### src/rtl/dbg_hold_pkg.sv
package dbg_hold_pkg;
    parameter int unsigned ADDR_W = 16;
    parameter int unsigned DATA_W = 16;

    localparam logic [ADDR_W-1:0] PSC_CFG_ADDR = 16'h4020;
    localparam logic [ADDR_W-1:0] OSC_CFG_ADDR = 16'h5324;
    localparam int unsigned PSC_RUN_BIT = 1;
    localparam int unsigned OSC_RUN_BIT = 0;

    typedef struct packed {
        logic psc_run;
        logic osc_run;
    } run_cfg_t;

    typedef struct packed {
        logic enter;
        logic leave;
    } dbg_req_t;

    function automatic logic [DATA_W-1:0] place_bit(input logic v, input int unsigned pos);
        logic [DATA_W-1:0] r;
        r = '0;
        r[pos] = v;
        return r;
    endfunction
endpackage

### src/rtl/dbg_pin_edge.sv
module dbg_pin_edge #(
    parameter int unsigned SYNC_STAGES = 2
) (
    input  logic clk,
    input  logic rst,
    input  logic pin_n_i,
    output logic fall_o
);
    logic [SYNC_STAGES-1:0] chain_q;
    logic                   last_q;

    generate
        for (genvar i = 0; i < SYNC_STAGES; i++) begin : g_sync
            always_ff @(posedge clk) begin
                if (rst) chain_q[i] <= 1'b1;
                else if (i == 0) chain_q[i] <= pin_n_i;
                else chain_q[i] <= chain_q[(i == 0) ? 0 : i-1];
            end
        end
    endgenerate

    always_ff @(posedge clk) begin
        if (rst) last_q <= 1'b1;
        else     last_q <= chain_q[SYNC_STAGES-1];
    end

    assign fall_o = last_q & ~chain_q[SYNC_STAGES-1];


    single_fall_chk: assert property (@(posedge clk) disable iff (rst)
        fall_o |=> !fall_o);
endmodule

### src/rtl/dbg_state_ctl.sv
module dbg_state_ctl
    import dbg_hold_pkg::*;
(
    input  logic     clk,
    input  logic     rst,
    input  dbg_req_t req_i,
    output logic     dbg_o
);
    logic dbg_q;

    always_ff @(posedge clk) begin
        if (rst)              dbg_q <= 1'b0;
        else if (req_i.enter) dbg_q <= 1'b1;
        else if (req_i.leave) dbg_q <= 1'b0;
    end

    assign dbg_o = dbg_q;


    enter_wins_chk: assert property (@(posedge clk) disable iff (rst)
        req_i.enter |=> dbg_q);

    leave_clears_chk: assert property (@(posedge clk) disable iff (rst)
        (req_i.leave && !req_i.enter) |=> !dbg_q);

    rise_has_cause_chk: assert property (@(posedge clk) disable iff (rst)
        $rose(dbg_q) |-> $past(req_i.enter));
endmodule

### src/rtl/dbg_run_regs.sv
module dbg_run_regs
    import dbg_hold_pkg::*;
(
    input  logic              clk,
    input  logic              rst,
    input  logic              wr_i,
    input  logic [ADDR_W-1:0] addr_i,
    input  logic [DATA_W-1:0] wdata_i,
    output logic [DATA_W-1:0] rdata_o,
    output run_cfg_t          cfg_o
);
    run_cfg_t cfg_q;
    logic     hit_psc, hit_osc;

    assign hit_psc = (addr_i == PSC_CFG_ADDR);
    assign hit_osc = (addr_i == OSC_CFG_ADDR);

    always_ff @(posedge clk) begin
        if (rst) begin
            cfg_q <= '0;
        end else if (wr_i) begin
            if (hit_psc) cfg_q.psc_run <= wdata_i[PSC_RUN_BIT];
            if (hit_osc) cfg_q.osc_run <= wdata_i[OSC_RUN_BIT];
        end
    end

    always_comb begin
        rdata_o = '0;
        if (hit_psc) rdata_o = place_bit(cfg_q.psc_run, PSC_RUN_BIT);
        if (hit_osc) rdata_o = place_bit(cfg_q.osc_run, OSC_RUN_BIT);
    end

    assign cfg_o = cfg_q;


    foreign_write_ignored_chk: assert property (@(posedge clk) disable iff (rst)
        (wr_i && !hit_psc && !hit_osc) |=> $stable(cfg_q));
endmodule

### src/rtl/dbg_clk_hold.sv
module dbg_clk_hold
    import dbg_hold_pkg::*;
#(
    parameter int unsigned SYNC_STAGES = 2
) (
    input  logic              clk,
    input  logic              rst,
    input  logic              brk_strobe_i,
    input  logic              ret_strobe_i,
    input  logic              brk_pin_n_i,
    input  logic              bus_wr_i,
    input  logic [ADDR_W-1:0] bus_addr_i,
    input  logic [DATA_W-1:0] bus_wdata_i,
    output logic [DATA_W-1:0] bus_rdata_o,
    output logic              dbg_mode_o,
    output logic              irq_mask_o,
    output logic              psc_clk_en_o,
    output logic              osc_clk_en_o
);
    logic     pin_fall;
    dbg_req_t req;
    run_cfg_t cfg;
    logic     dbg;

    dbg_pin_edge #(.SYNC_STAGES(SYNC_STAGES)) u_pin (
        .clk     (clk),
        .rst     (rst),
        .pin_n_i (brk_pin_n_i),
        .fall_o  (pin_fall)
    );

    assign req.enter = brk_strobe_i | pin_fall;
    assign req.leave = ret_strobe_i;

    dbg_state_ctl u_state (
        .clk   (clk),
        .rst   (rst),
        .req_i (req),
        .dbg_o (dbg)
    );

    dbg_run_regs u_regs (
        .clk     (clk),
        .rst     (rst),
        .wr_i    (bus_wr_i),
        .addr_i  (bus_addr_i),
        .wdata_i (bus_wdata_i),
        .rdata_o (bus_rdata_o),
        .cfg_o   (cfg)
    );

    assign dbg_mode_o   = dbg;
    assign irq_mask_o   = dbg;
    assign psc_clk_en_o = ~dbg | cfg.psc_run;
    assign osc_clk_en_o = ~dbg | cfg.osc_run;


    psc_stop_only_in_dbg_chk: assert property (@(posedge clk) disable iff (rst)
        !psc_clk_en_o |-> irq_mask_o);

    osc_stop_only_in_dbg_chk: assert property (@(posedge clk) disable iff (rst)
        !osc_clk_en_o |-> irq_mask_o);

    mask_follows_mode_chk: assert property (@(posedge clk) disable iff (rst)
        irq_mask_o == dbg_mode_o);
endmodule

### config.mk
export PLATFORM = sky130hd
export DESIGN_NAME = dbg_clk_hold
export DESIGN_NICKNAME = d
export VERILOG_FILES = /design/src/rtl/dbg_hold_pkg.sv /design/src/rtl/dbg_pin_edge.sv /design/src/rtl/dbg_state_ctl.sv /design/src/rtl/dbg_run_regs.sv /design/src/rtl/dbg_clk_hold.sv
export SDC_FILE = /design/constraint.sdc
export NUM_CORES = 1
export LEC_CHECK = 0
export CAP_MARGIN = 20
export CORE_ASPECT_RATIO = 0.75
export CORE_MARGIN = 2
export CORE_UTILIZATION = 26
export DETAILED_ROUTE_END_ITERATION = 7
export PLACE_DENSITY = 0.77
export SLEW_MARGIN = 20
export SYNTH_ARGS = -nofsm -noshare
export SYNTH_HDL_FRONTEND = slang
export SYNTH_HIERARCHICAL = 1
export SYNTH_SLANG_ARGS = --single-unit
### constraint.sdc
create_clock -name clk -period 1.3 [get_ports clk]
set_input_delay 0.195 -clock clk [delete_from_list [all_inputs] [get_ports clk]]
set_output_delay 0.195 -clock clk [all_outputs]
set_load 0.005 [all_outputs]
==> results.ini, run 1 <==
[floorplan]
die_w_um=53.9
fp.dieH_um=41.4
initial_utilization_pct=27.9
io_pins=58
core-area_sq_um=1740
num_rows=13
dieArea_sq_um=2230

[cells_and_area]
fin_util_pct=46.6
final_cells=113
antenna_cells=0
mostFrequentLayoutCell=conb_1
nNetsFinal=131
drive_gt1_share_pct=40.7
syn_to_final_growth_pct=67.0
most-common-layout-cells=conb_1, buf_4, clkdlybuf4s50_1
final_area_sq_um=811

[global_route]
grt_pass1_vias=439
grt-ovfl-total=0
antenna_found_initial=0
grt_pass1_wl_mm=1.86
grt_max_degree=9
grtUsageTotal_pct=11.4

[logic_synthesis]
ys_warn_count=6
syn_inst=52
synth.distinct_cells=21
ys_ff_latch=6
ys_seq_area_share_pct=24.7
syn_area_sq_um=485
syn_avg_cell_area_sq_um=9.34

[worst_setup_path]
r2r_end=u_state/dbg_o
r2r-start=u_pin/last_q
reg2reg_slack_ns=0.46
endpoint_kind=output port
criticalPathCategory=in2out
cp_slowest_cell=nor4_4
cp_top_family=simple AND/OR/NAND/NOR gates
crit_fanout=2
start_kind=input pin
max_stage_delay_ns=0.30
rr_worst_depth=4
arrival_ns=1.07
required_ns=1.11
cp.buffers_inverters=3
path_cells=buf_6 -> nor4_4 -> buf_4 -> nand2_4 -> nor3_2 -> buf_2

[clock_tree]
htree_levels=1
cts_tree=yes
clock_path_buffers=2
ctsHoldBuffers=0
cts-buffers-inserted=3
clock_latency_ns=0.24
clock-root-buffer=clkbuf_4
clock-sinks=6
path_clk_slew_ns=0.04

[power]
power_density_nw_per_um2=604
peakVddDrop_v=0.000531
p_leak_nw=0.377

[placed_design]
gp_congestion=0.800
place_area_sq_um=762
io_buffers=29
dpl.cell_count=104

[sta]
finalSetupViolations=0
fmax_mhz=791
finalHoldViolations=0
slew_viol_final=0
rsz0062_at_grt=true
period_share_pct=97.3
finalSetupTns_ns=0
finalClockSkew_ns=0.00443
period_needed_ns=1.26
whs_ns=0.399

[min_path]
min_from=bus_addr_i[3]
hold_end=u_regs/cfg_o[1]
hold_path_class=in2reg
whs_path_depth=4

[drt]
num_vias=445
antenna_left=0
drt-initial-drc-count=3
wirelength_mm=1.15
drt_pass1_iterations=4
drcViolationCount=0
via_per_inst=3.94
wl_per_cell_um=10.2

[status]
status=finished, final reports clean

[run]
maxCapViolCount=0

cells in the mapped netlist (all sizes together):
cell / count / share of area (%)
a21oi: 1 / 1.8
buf: 15 / 23
conb: 1 / 0.77
dfxtp: 6 / 25
inv: 2 / 1.5
mux2i: 1 / 2.1
nand2: 3 / 2.3
nand2b: 5 / 6.4
nand3: 2 / 3.1
nand4: 1 / 1.3
nor2: 1 / 0.77
nor2b: 2 / 2.6
nor3: 2 / 3.1
nor4: 2 / 7.0
nor4b: 2 / 9.8
o21ai: 1 / 1.0
o41ai: 1 / 3.4
or2: 4 / 5.2
state kept, by name (all words and copies together), names as in the netlist:
register / count
u_state/dbg_o: 1
u_pin/chain_q: 2
u_regs/cfg_o: 2
u_pin/last_q: 1
power by group:
part           total (W)  switching (W)  internal (W)
clock network   0.000168      0.0000643      0.000104
registers       0.000194     0.00000241      0.000191
logic           0.000127      0.0000501     0.0000772
total           0.000489       0.000117      0.000373
worst reg2reg max path, delay by kind of cell (launching register included):
kind	cells	cell delay (ns)
DFF	1	0.28
buffers and inverters	1	0.07
and+or+nand+nor	2	0.33
AOI/OAI and AO/OA	1	0.04
logic make-up after synthesis:
family / share of synthesized area (%)
mux: 2.06
buf+inv: 24.7
compound gates: 6.19
simple gates: 41.5
flops: 24.7
other cells: 0.772
how the worst max path moves through the flow:
stage                              from         endpoint  cells after the start
final                     bus_addr_i[6]   bus_rdata_o[0]                      6
after global placement    bus_addr_i[7]   bus_rdata_o[0]                      5
after global routing      bus_addr_i[6]   bus_rdata_o[0]                      6
after floorplan           bus_addr_i[1]  u_regs/cfg_o[0]                      4
after CTS                 bus_addr_i[6]   bus_rdata_o[0]                      6
after detailed placement  bus_addr_i[7]   bus_rdata_o[0]                      5
area by class of cell:
class	count	area (sq um)
clock buffer	3	22.5
multi-input combinational	42	318
fill	168	930
inverter	2	7.51
timing repair buffer	38	312
sequential	6	124
tap	22	27.5
routing by layer:
layer	track usage, %	part of all wire [%]	vias up
met1	12.7	39	196
met5	0	0	-
li1	-	-	224
met4	2.56	0	0
met2	19.3	51	25
met3	5.40	10	0
timing repair:
| action | CTS | global route |
|---|---|---|
| cloned | 0 | 0 |
| endpoints found under the setup margin | 8 | 5 |
| resized for setup | 47 | 15 |
| hold endpoints to repair | 0 | 0 |
| buffers inserted | 6 | 0 |
| pin swaps | 11 | 9 |
stage by stage:
step | total power, W | setup WS, ns
2_1_floorplan | 0.000264 | 0.297
3_3_place_gp | 0.000332 | -0.650
3_5_place_dp | 0.000335 | -0.708
4_1_cts | 0.000497 | 0.00147
5_1_grt | 0.000525 | -0.0504
6_report | 0.000489 | 0.0352
(Power assumes the default switching activity.)
==> run 2, diff against run 1 <==
--- a/config.mk
+++ b/config.mk
@@ -6,11 +6,14 @@
 export NUM_CORES = 1
 export LEC_CHECK = 0
 export CAP_MARGIN = 20
+export CELL_PAD_IN_SITES_DETAIL_PLACEMENT = 2
+export CELL_PAD_IN_SITES_GLOBAL_PLACEMENT = 2
 export CORE_ASPECT_RATIO = 0.75
-export CORE_MARGIN = 2
-export CORE_UTILIZATION = 26
+export CORE_MARGIN = 3
+export CORE_UTILIZATION = 12
 export DETAILED_ROUTE_END_ITERATION = 7
-export PLACE_DENSITY = 0.77
+export GPL_TIMING_DRIVEN = 0
+export PLACE_DENSITY = 0.76
 export SLEW_MARGIN = 20
 export SYNTH_ARGS = -nofsm -noshare
 export SYNTH_HDL_FRONTEND = slang
==> results.ini, run 2 (same netlist as run 1, synthesis figures left out) <==
[status]
status=finished, final reports clean

[cells_and_area]
nNetsFinal=146  ; +11%
antenna_cells=0  ; unchanged
regArea_sq_um=123  ; -1.0%
syn_to_final_growth_pct=101
fin_util_pct=25.9  ; -21 points
mostFrequentLayoutCell=buf_4
multi_input_area_sq_um=325  ; +2.4%
most-common-layout-cells=buf_4, conb_1, clkdlybuf4s50_1, clkbuf_2
drive_gt1_share_pct=51.9  ; +11 points
final_area_sq_um=977  ; +21%
nFillCells=428  ; +150%

[power]
peakVddDrop_v=0.000434  ; -18%
swShare_pct=21.7  ; -2.2 points
power_frac_comb_pct=26.5  ; +0.5 points
p_clk_share_pct=42.7  ; +8.3 points
seqPwrFrac_pct=30.8  ; -8.8 points
p_leak_nw=0.453  ; +20%
power_density_nw_per_um2=647  ; +7.3%
p_int_w=0.000496  ; +33%
power_w=0.000633  ; +29%
p_switching_w=0.000137  ; +17%

[clock_tree]
clock-sinks=6  ; unchanged
clock_latency_ns=0.22  ; -0.02 ns
cts_tree=yes
clock-root-buffer=clkbuf_8
path_clk_slew_ns=0.03  ; about the same
cts-buffers-inserted=3  ; unchanged
clock_path_buffers=2  ; unchanged
htree_levels=1  ; unchanged

[floorplan]
io_pins=58  ; unchanged
initial_utilization_pct=12.8  ; -15 points
core-area_sq_um=3780  ; +120%
dieArea_sq_um=4850  ; +120%
die_w_um=79.4  ; +47%
num_rows=19  ; +6
fp.dieH_um=61.1  ; +47%

[worst_setup_path]
cp_slowest_cell=clkdlybuf4s50_1
cp.buffers_inverters=1  ; -2
start_kind=flop
rr_worst_depth=4  ; unchanged
required_ns=1.11  ; about the same
endpoint_kind=output port
crit_fanout=4  ; +2
path_cells=clkdlybuf4s50_1
criticalPathCategory=reg2out
cp.depth=1  ; -5
arrival_ns=1.06  ; about the same
max_stage_delay_ns=0.51  ; +0.21 ns
cp_top_family=buffers and inverters

[sta]
finalSetupTns_ns=0  ; unchanged
finalHoldViolations=0  ; unchanged
fmax_mhz=795  ; +0.57%
postLayoutSetupSlackWorst_ns=0.0424  ; +0.00721 ns
finalSetupViolations=0  ; unchanged
slew_viol_final=0  ; unchanged
period_share_pct=96.7  ; -0.55 points
period_needed_ns=1.26  ; -0.00721 ns
finalClockSkew_ns=0.00160  ; -0.00282 ns

[global_route]
grtUsageTotal_pct=7.42  ; -4.0 points
grt-ovfl-total=0  ; unchanged
grt_pass1_wl_mm=2.67  ; +43%
antenna_found_initial=0  ; unchanged
grt_max_degree=9  ; unchanged
grt_pass1_vias=580  ; +32%

[drt]
drcViolationCount=0  ; unchanged
drt-initial-drc-count=15  ; +12
wl_per_cell_um=11.2  ; +10%
via_per_inst=3.27  ; -17%
wirelength_mm=1.77  ; +54%
num_vias=517  ; +16%
drt_pass1_iterations=4  ; unchanged
antenna_left=0  ; unchanged

[placed_design]
gp_congestion=0.636  ; -20%
dp_hpwl_mm=1.44
place_area_sq_um=890  ; +17%
post-place-ws_ns=-0.729  ; -0.0207 ns
io_buffers=29  ; unchanged

[run]
maxCapViolCount=0  ; unchanged

[min_path]
hold_path_class=reg2reg
whs_path_depth=1  ; -3

run 2: per-layer routing:
layer / vias up / track usage [%] / part of all wire, %
met5: - / 0 / 0
met1: 247 / 6.80 / 36
met4: 0 / 2.94 / 0.68
met2: 16 / 15.5 / 58
met3: 2 / 2.34 / 5.9
li1: 252 / - / -
run 2: area by class of cell:
| type | count | area share (%) |
|---|---|---|
| Clock buffer | 3 | 4.23 |
| Tap cell | 52 | 6.66 |
| Timing Repair Buffer | 38 | 31.0 |
| Sequential cell | 6 | 12.5 |
| Inverter | 2 | 0.768 |
| Buffer | 15 | 11.5 |
| Multi-Input combinational cell | 42 | 33.3 |
run 2: path summary, 6_finish.rpt:
kind                         start                to  slack (ns)
setup reg to reg      u_pin/last_q     u_state/dbg_o        0.45
hold reg to reg   u_pin/chain_q[0]  u_pin/chain_q[1]        0.40
setup / recovery     u_state/dbg_o        dbg_mode_o        0.04
hold / removal    u_pin/chain_q[0]  u_pin/chain_q[1]        0.40
run 2: power by group through the flow:
stage	Clock (W)	Combinational, W	Sequential [W]
2_1_floorplan	0	0.0000669	0.000197
6_report	0.000270	0.000168	0.000195
3_3_place_gp	0	0.000169	0.000197
5_1_grt	0.000293	0.000184	0.000195
4_1_cts	0.000284	0.000161	0.000195
3_5_place_dp	0	0.000173	0.000198
run 2: through the flow:
| stage | cells | hold WS [ns] |
|---|---|---|
| floorplan | 65 | 0.257 |
| global placement | 146 | 0.389 |
| detailed placement | 146 | 0.401 |
| CTS | 158 | 0.409 |
| global route | 158 | 0.424 |
| finish | 158 | 0.402 |
run 2: what timing repair did:
item | CTS | global route
hold buffers | 0 | 0
buffers inserted | 9 | 0
resized for setup | 54 | 19
pin swaps | 9 | 10
setup endpoints to repair | 8 | 4
